$ cat config.mk
export PLATFORM = sky130hd
export DESIGN_NAME = ddr_line_fetch
export DESIGN_NICKNAME = d
export VERILOG_FILES = /design/src/rtl/ddr_lf_pkg.sv /design/src/rtl/ddr_lf_seq.sv /design/src/rtl/ddr_lf_capture.sv /design/src/rtl/ddr_line_fetch.sv
export SDC_FILE = /design/constraint.sdc
export NUM_CORES = 1
export LEC_CHECK = 0
export ABC_AREA = 1
export BUFFER_PORTS_ARGS = -buffer_cell sky130_fd_sc_hd__buf_4
export CAP_MARGIN = 25
export CORE_AREA = 2 2 119 121
export CTS_CLUSTER_DIAMETER = 100
export CTS_CLUSTER_SIZE = 12
export DETAILED_ROUTE_END_ITERATION = 10
export DIE_AREA = 0 0 121 123
export PLACE_DENSITY = 0.75
export RECOVER_POWER = 100
export REMOVE_ABC_BUFFERS = 1
export SYNTH_ARGS = -nofsm -noshare
export SYNTH_HDL_FRONTEND = slang
export SYNTH_SLANG_ARGS = --single-unit
$ cat constraint.sdc
create_clock -name clk -period 1.8 [get_ports clk]
set_input_delay 0.36 -clock clk [delete_from_list [all_inputs] [get_ports clk]]
set_output_delay 0.36 -clock clk [all_outputs]
set_load 0.05 [all_outputs]
$ cat src/rtl/ddr_lf_pkg.sv
`timescale 1ns/1ps
package ddr_lf_pkg;

    localparam int DQ_BYTES    = 8;
    localparam int LINE_BYTES  = 64;
    localparam int DW_PER_LINE = LINE_BYTES / DQ_BYTES;
    localparam int BEATS       = DW_PER_LINE / 2;
    localparam int BEAT_W      = $clog2(BEATS);
    localparam int BYTE_OFS_W  = $clog2(DQ_BYTES);
    localparam int LINE_DW_W   = $clog2(DW_PER_LINE);
    localparam int DQ_W        = DQ_BYTES * 8;
    localparam int PAIR_W      = 2 * DQ_W;

    typedef enum logic [1:0] {
        CMD_NOP = 2'd0,
        CMD_PRE = 2'd1,
        CMD_ACT = 2'd2,
        CMD_RD  = 2'd3
    } dram_cmd_e;

    typedef enum logic [2:0] {
        ST_IDLE,
        ST_START,
        ST_PRE,
        ST_ACT,
        ST_READ,
        ST_DRAIN
    } seq_state_e;

    typedef struct packed {
        logic issue;
        logic last;
    } rd_tag_t;

    function automatic logic [BEAT_W:0] beat_step(input logic [BEAT_W-1:0] beat);
        return {beat, 1'b0};
    endfunction

endpackage

$ cat src/rtl/ddr_lf_seq.sv
`timescale 1ns/1ps
module ddr_lf_seq
    import ddr_lf_pkg::*;
#(
    parameter int ROW_W  = 13,
    parameter int COL_W  = 10,
    parameter int ADDR_W = ROW_W + COL_W + BYTE_OFS_W
) (
    input  logic              clk,
    input  logic              rst,
    input  logic              req_valid,
    input  logic [ADDR_W-1:0] req_addr,
    input  logic              last_capture,
    output dram_cmd_e         cmd_o,
    output logic [ROW_W-1:0]  addr_o,
    output rd_tag_t           rd_tag_o
);

    localparam int COL_LO = BYTE_OFS_W;
    localparam int ROW_LO = BYTE_OFS_W + COL_W;

    seq_state_e              state_q;
    logic [BEAT_W-1:0]       beat_q;
    logic [ROW_W-1:0]        row_q;
    logic [COL_W-1:0]        col_base_q;
    logic                    final_beat;

    assign final_beat = (beat_q == BEAT_W'(BEATS - 1));

    always_ff @(posedge clk) begin
        if (rst) begin
            state_q    <= ST_IDLE;
            beat_q     <= '0;
            row_q      <= '0;
            col_base_q <= '0;
        end else begin
            case (state_q)
                ST_IDLE: begin
                    if (req_valid) begin
                        row_q      <= req_addr[ADDR_W-1:ROW_LO];
                        col_base_q <= {req_addr[COL_LO+COL_W-1:COL_LO+LINE_DW_W],
                                       {LINE_DW_W{1'b0}}};
                        state_q    <= ST_START;
                    end
                end
                ST_START: state_q <= ST_PRE;
                ST_PRE:   state_q <= ST_ACT;
                ST_ACT: begin
                    beat_q  <= '0;
                    state_q <= ST_READ;
                end
                ST_READ: begin
                    beat_q <= beat_q + 1'b1;
                    if (final_beat) state_q <= ST_DRAIN;
                end
                ST_DRAIN: begin
                    if (last_capture) state_q <= ST_IDLE;
                end
                default: state_q <= ST_IDLE;
            endcase
        end
    end

    always_comb begin
        cmd_o          = CMD_NOP;
        addr_o         = '0;
        rd_tag_o.issue = 1'b0;
        rd_tag_o.last  = 1'b0;
        case (state_q)
            ST_PRE: cmd_o = CMD_PRE;
            ST_ACT: begin
                cmd_o  = CMD_ACT;
                addr_o = row_q;
            end
            ST_READ: begin
                cmd_o              = CMD_RD;
                addr_o[COL_W-1:0]  = col_base_q | COL_W'(beat_step(beat_q));
                rd_tag_o.issue     = 1'b1;
                rd_tag_o.last      = final_beat;
            end
            default: ;
        endcase
    end

    assert_act_after_pre_R2: assert property (@(posedge clk) disable iff (rst)
        (cmd_o == CMD_ACT) |-> ($past(cmd_o) == CMD_PRE));

    assert_rd_entry_R2: assert property (@(posedge clk) disable iff (rst)
        (cmd_o == CMD_RD && $past(cmd_o) != CMD_RD) |-> ($past(cmd_o) == CMD_ACT));

    assert_rd_run_length_R2: assert property (@(posedge clk) disable iff (rst)
        (cmd_o != CMD_RD && $past(cmd_o) == CMD_RD) |->
        ($past(cmd_o, 4) == CMD_RD && $past(cmd_o, 5) == CMD_ACT));

    assert_pre_after_overhead_R7: assert property (@(posedge clk) disable iff (rst)
        (cmd_o == CMD_PRE) |-> ($past(cmd_o) == CMD_NOP && $past(cmd_o, 2) != CMD_PRE));

endmodule

$ cat src/rtl/ddr_lf_capture.sv
`timescale 1ns/1ps
module ddr_lf_capture
    import ddr_lf_pkg::*;
#(
    parameter int CAS_LAT = 1
) (
    input  logic              clk,
    input  logic              rst,
    input  rd_tag_t           rd_tag_i,
    input  logic [PAIR_W-1:0] dq_pair_i,
    output logic              last_capture_o,
    output logic [PAIR_W-1:0] fwd_data_o,
    output logic              fwd_valid_o,
    output logic              done_o
);

    rd_tag_t pipe_q [CAS_LAT];
    logic    arriving;

    generate
        if (CAS_LAT == 1) begin : g_single
            always_ff @(posedge clk) begin
                if (rst) pipe_q[0] <= '0;
                else     pipe_q[0] <= rd_tag_i;
            end
        end else begin : g_chain
            always_ff @(posedge clk) begin
                if (rst) begin
                    for (int j = 0; j < CAS_LAT; j++) pipe_q[j] <= '0;
                end else begin
                    pipe_q[0] <= rd_tag_i;
                    for (int j = 1; j < CAS_LAT; j++) pipe_q[j] <= pipe_q[j-1];
                end
            end
        end
    endgenerate

    assign arriving       = pipe_q[CAS_LAT-1].issue;
    assign last_capture_o = arriving & pipe_q[CAS_LAT-1].last;

    always_ff @(posedge clk) begin
        if (rst) begin
            fwd_data_o  <= '0;
            fwd_valid_o <= 1'b0;
            done_o      <= 1'b0;
        end else begin
            fwd_valid_o <= arriving;
            done_o      <= last_capture_o;
            if (arriving) fwd_data_o <= dq_pair_i;
        end
    end

    assert_done_one_cycle_R6: assert property (@(posedge clk) disable iff (rst)
        done_o |=> !done_o);

    assert_done_with_data_R6: assert property (@(posedge clk) disable iff (rst)
        done_o |-> fwd_valid_o);

    assert_data_held_R5: assert property (@(posedge clk) disable iff (rst)
        (!$past(arriving)) |-> $stable(fwd_data_o));

endmodule

$ cat src/rtl/ddr_line_fetch.sv
`timescale 1ns/1ps
module ddr_line_fetch
    import ddr_lf_pkg::*;
#(
    parameter int ROW_W   = 13,
    parameter int COL_W   = 10,
    parameter int CAS_LAT = 1,
    parameter int ADDR_W  = ROW_W + COL_W + BYTE_OFS_W
) (
    input  logic              clk,
    input  logic              rst,
    input  logic              req_valid,
    input  logic [ADDR_W-1:0] req_addr,
    output logic [1:0]        dram_cmd,
    output logic [ROW_W-1:0]  dram_addr,
    input  logic [PAIR_W-1:0] dram_dq_pair,
    output logic [PAIR_W-1:0] fwd_data,
    output logic              fwd_valid,
    output logic              line_done
);

    dram_cmd_e cmd_w;
    rd_tag_t   rd_tag_w;
    logic      last_capture_w;

    ddr_lf_seq #(
        .ROW_W (ROW_W),
        .COL_W (COL_W),
        .ADDR_W(ADDR_W)
    ) u_seq (
        .clk         (clk),
        .rst         (rst),
        .req_valid   (req_valid),
        .req_addr    (req_addr),
        .last_capture(last_capture_w),
        .cmd_o       (cmd_w),
        .addr_o      (dram_addr),
        .rd_tag_o    (rd_tag_w)
    );

    ddr_lf_capture #(
        .CAS_LAT(CAS_LAT)
    ) u_capture (
        .clk           (clk),
        .rst           (rst),
        .rd_tag_i      (rd_tag_w),
        .dq_pair_i     (dram_dq_pair),
        .last_capture_o(last_capture_w),
        .fwd_data_o    (fwd_data),
        .fwd_valid_o   (fwd_valid),
        .done_o        (line_done)
    );

    assign dram_cmd = cmd_w;

    assert_addr_quiet_R3: assert property (@(posedge clk) disable iff (rst)
        (dram_cmd == 2'd0 || dram_cmd == 2'd1) |-> (dram_addr == '0));

    assert_done_idle_cmd_R7: assert property (@(posedge clk) disable iff (rst)
        line_done |-> (dram_cmd == 2'd0));

    assert_valid_after_read_R5: assert property (@(posedge clk) disable iff (rst)
        $rose(fwd_valid) |-> ($past(dram_cmd, CAS_LAT + 1) == 2'd3));

endmodule

Word level (Yosys, flattened, before mapping). Memories as Yosys holds them, arrays and structs flattened. Index checks and enable logic that the tools add are counted.

Mux-type cells: 14. $add $sub $neg: 1. Reduce and logical (&&, ||, !) cells: 5. Bitwise gates (word level): 2. Equality and inequality tests: 9.

Operator list (count): $pmux W10 S2 (1); $pmux W3 S6 (1); $mux W3 (4); $or A10 B3 Y10 (1); $eq A3 B2 Y1 const B (2); $eq A3 B3 Y1 const B (2); $pmux W2 S3 (1); $mux W1 (4); $mux W2 (2); $ne A2 B2 Y1 const B (2); $pmux W2 S2 (1); $eq A3 B1 Y1 const B (1); $logic_not A3 Y1 (1); $reduce_and A3 Y1 (1); $add A2 B1 Y2 const B (1); $eq A2 B2 Y1 const B (1); $ne A2 B1 Y1 const B (1); $reduce_and A2 Y1 (1); $reduce_bool A2 Y1 (1); $reduce_or A2 Y1 (1); $and A1 B1 Y1 (1).

Memories: 1. Bits of input ports: 157. Output and inout bits: 145. Memory bits (writable): 2. Flip-flop bits (word level): 155.

Memory list: u_capture.pipe_q (depth 1, width 2, read ports 1, clocked after Yosys merged registers in 0, wr ports 1, line ddr_lf_capture.sv:17) `rd_tag_t pipe_q [CAS_LAT];`.

Logic depth before layout (Yosys ltp). An unclocked memory read counts as a cell.

Word-level depth: 4. Depth in mapped cells: 7. Mapped depth without buffers: 7.

Modules after synthesis. From an unflattened synthesis, not the netlist that was laid out.

Cell total of the unflattened synthesis: 969. Area, all modules: 6571.3 um2.

Modules (own cells, without submodules): ddr_lf_capture (area each 5484.0 um2, times used 1, seq. area each 2642.5 um2, cells each 825); ddr_lf_seq (area each 1087.3 um2, times used 1, seq. area each 500.5 um2, cells each 144).

Worst setup path before layout. Ideal clock, no wire load.

Kind: register to output. From: register u_seq.state_q[2]. To: output dram_addr[1]. Buffers on the path: 0. Data arrival time: 1.684 ns. Cell stages (with the launch flop): 4. Path slack: -0.244 ns. Cell sequence: dfxtp_1 -> inv_2 -> nand3_2 -> o21ai_0.

Word-level cells in the longest chain between the ends: 2.

Ends and longest elaborated chain: from (decl) (line ddr_lf_seq.sv:22) `seq_state_e state_q;`; from (signal assigned) (line ddr_lf_seq.sv:32) `state_q <= ST_IDLE;`; from (signal assigned) (line ddr_lf_seq.sv:43) `state_q <= ST_START;`; from (signal assigned) (line ddr_lf_seq.sv:46) `ST_START: state_q <= ST_PRE;`; $eq A3 B3 Y1 / $eq A3 B2 Y1 (equally long branches) (line ddr_lf_seq.sv:69) `case (state_q)`; $pmux W10 S2 * (line ddr_lf_seq.sv:69); to (decl) (line ddr_line_fetch.sv:15) `output logic [ROW_W-1:0] dram_addr,`.

Every way passes the cells marked *; elsewhere a longest branch is shown, timed or not.

Worst setup path after layout.
From: register u_seq.state_q[0]. To: output dram_addr[6].

The elaborated chain is that of the path after synthesis.

==> impl_metrics.tcl <==
set metrics [dict create \
    switchingPower_mw 5.43 \
    dr.first_iter.drc_count 347 \
    ys_warn_count 0 \
    overflow 0 \
    setup_viol 7 \
    ys_seq_area_share_pct 55.7 \
    relSlewSlack_pct 53.1 \
    rsz0062_at_grt "true" \
    fp.coreArea_um2 13600 \
    async_flop_share_pct 0 \
    fillCellCount 1183 \
    synthToLayoutAreaGrowth_pct 56.4 \
    synth_cells 708 \
    min_period_ns 1.83 \
    p_leak_nw 4.36 \
    clockPowerShare_pct 26.8 \
    violations "setup timing" \
    grt_use_total_pct 21.8 \
    end_kind "primary output" \
    fp-row-count 43 \
    syn_area_um2 5640 \
    drc_errors 0 \
    viasPerCell 4.74 \
    synth_top_area_share_pct 55.7 \
    netlist_top_cells_area "dfxtp_1 (56%), nor2_1 (18%), o21ai_0 (12%), a21oi_1 (2.0%), buf_4 (1.7%)" \
    status "finished with violations" \
    crit_path_start "u_seq.state_q[0]" \
    synth_cell_types 23 \
    regArea_um2 3160 \
    clkLatencyLatePin_ns 0.42 \
    drt-total-wl_um 16600 \
    cp.depth 4 \
    powerDensity_nw_per_um2 1550 \
    cap_violations 0 \
    hp-class "in2reg" \
    clock_path_buffers 2 \
    synth_edf_count 0 \
    hold_viol_final 0 \
    grt_pass1_wl_um 25700 \
    cts_root_buf "clkbuf_16" \
    synth.top_cells.by_count "nor2_1 (267), dfxtp_1 (157), o21ai_0 (130)" \
    yosysTopAreaCell "dfxtp_1" \
    clk_transition_reported_paths_ns 0.06 \
    max_freq_mhz 547 \
    drive_gt1_share_pct 38.2 \
    ir_drop_uv 788 \
    seqPwrFrac_pct 33.6 \
    routedWlPerCell_um 14.0 \
    nNetsFinal 1156 \
    worstPathMaxFanout 7 \
    detail-route-antenna-nets 0 \
    synth.most_common_cell "nor2_1" \
    synthFlopType "dfxtp_1" \
    hold_buffers 0 \
    worst_path_max_delay_cell "dfxtp_4" \
    setup_ws_ns -0.0296 \
    tritoncts "done" \
    netSwitchingFraction_pct 39.8 \
    avgSynthCellArea_um2 7.97 \
    start_util_pct 41.4 \
    hpwl_um 10500 \
    cp_top_family "flip-flops" \
    io_pins 302 \
    cts_num_sinks 157 \
    tns_ns -0.0685 \
    die_w_um 121 \
    p_int_mw 8.21 \
    cp_slowest_stage_delay_ns 0.38 \
    r2r-start "u_seq.state_q[0]" \
    vias 5650 \
    required_ns 1.44 \
    grt_antenna_before_repair 0 \
    n_antenna_cell 0 \
    drv_slew 0 \
    die_height_um 123 \
    whs_path_depth 2 \
    grt_pass1_vias 5248 \
    ctsHtreeMaxLevel 4 \
    numCtsBuffers 17 \
    dp_slack_ns 0.167 \
    synth-seq-cells 157 \
    path_buf_inv 2 \
    dr.pass1.iters 4 \
    dieArea_um2 14900 \
    critPathKind "reg2out" \
    fin_hold_ws_ns 0.133 \
    hold_start "rst" \
    reg2reg_depth 6 \
    cp_cell_sequence "buf_4 -> nand3_4 -> o22ai_2 -> buf_6" \
    worst_slew_pin_slew_ns 0.704 \
    finClkSkew_ns 0.00773 \
    io_buffers 295 \
    grt_start_max_net_pins 90 \
    multi_input_area_um2 2200 \
    worstSetupStartpointType "register" \
    combPwrFrac_pct 39.6 \
    gp_congestion 0.778 \
    fin_crit_sh_pct 102 \
    arrival_ns 1.47 \
]
[final timing paths]
path / endpoint / slack, ns
min: u_seq.state_q[1] / 0.13
min reg2reg: u_capture.done_o / 0.46
max reg2reg: u_seq.row_q[9] / 0.17
max: dram_addr[6] / -0.03
[cells by family (layout without fill, tap and decap cells)]
logic type | count (synthesis) | count (layout) | share of synthesized area, %
fa+ha+maj | 1 | 1 | 0.222
compound gates | 181 | 181 | 16.6
flops | 157 | 157 | 55.7
buf+inv | 80 | 381 | 7.43
simple gates | 289 | 291 | 20.0
[per-stage QoR]
step           total power, mW  utilization (%)  area (um^2)  std cells
3_3_place_gp              9.46             58.0         7900       1141
4_1_cts                   13.6             64.2         8740       1187
2_1_floorplan             7.86                -         5340        659
3_5_place_dp              9.52             58.0         7900       1141
6_report                  13.6             64.8         8820       1191
5_1_grt                   14.3             64.8         8820       1191
[repair_timing]
| action | in CTS | in global routing |
|---|---|---|
| gates resized for setup | 32 | 18 |
| endpoints found under the setup margin | 14 | 15 |
| cloned | 2 | 0 |
| buffers inserted | 12 | 4 |
| pin swaps | 4 | 4 |
[registers in the layout, indices dropped and copies added, names as in the netlist]
signal	count
u_seq.row_q	13
u_capture.pipe_q	2
u_seq.state_q	3
u_capture.done_o	1
u_seq.col_base_q	7
u_seq.beat_q	2
u_capture.fwd_data_o	128
u_capture.fwd_valid_o	1
[layout make-up]
cell class | count | area share (%)
Sequential cell | 157 | 35.8
Timing Repair Buffer | 318 | 28.4
Multi-Input combinational cell | 473 | 24.9
Clock buffer | 21 | 5.33
Tap cell | 180 | 2.55
Clock inverter | 11 | 1.57
Inverter | 31 | 1.45
[layout by cell type (no fill, tap or decap), drive strengths merged, types with 5 or more instances in the layout]
| cell type | count |
|---|---|
| nor2 | 268 |
| clkinv | 5 |
| inv | 31 |
| buf | 317 |
| nand3 | 8 |
| o22ai | 7 |
| clkbuf | 22 |
| nand2 | 14 |
| a21oi | 22 |
| dfxtp | 157 |
| o21ai | 150 |
[power groups by stage]
stage	Clock (mW)	Sequential [mW]	Combinational (mW)
global route	3.90	4.66	5.76
CTS	3.74	4.57	5.25
finish	3.66	4.58	5.40
floorplan	0	6.46	1.40
detailed placement	0	4.61	4.91
global placement	0	4.58	4.88
[layer usage]
metal | routed length (um) | part of all wire, % | GRT usage (%)
met5 | 0 | 0 | 0
met2 | 7830 | 47 | 35.0
met4 | 579 | 3.5 | 9.96
met3 | 1580 | 9.5 | 9.04
met1 | 6630 | 40 | 25.5
[worst reg2reg max path, stage by stage (launching register included)]
cell and delay (ns):
dfxtp_4 0.37, nor2_4 0.16, buf_4 0.13, buf_4 0.13, nand3_4 0.34, o21ai_1 0.32, a21oi_1 0.07
(Power assumes the default switching activity.)
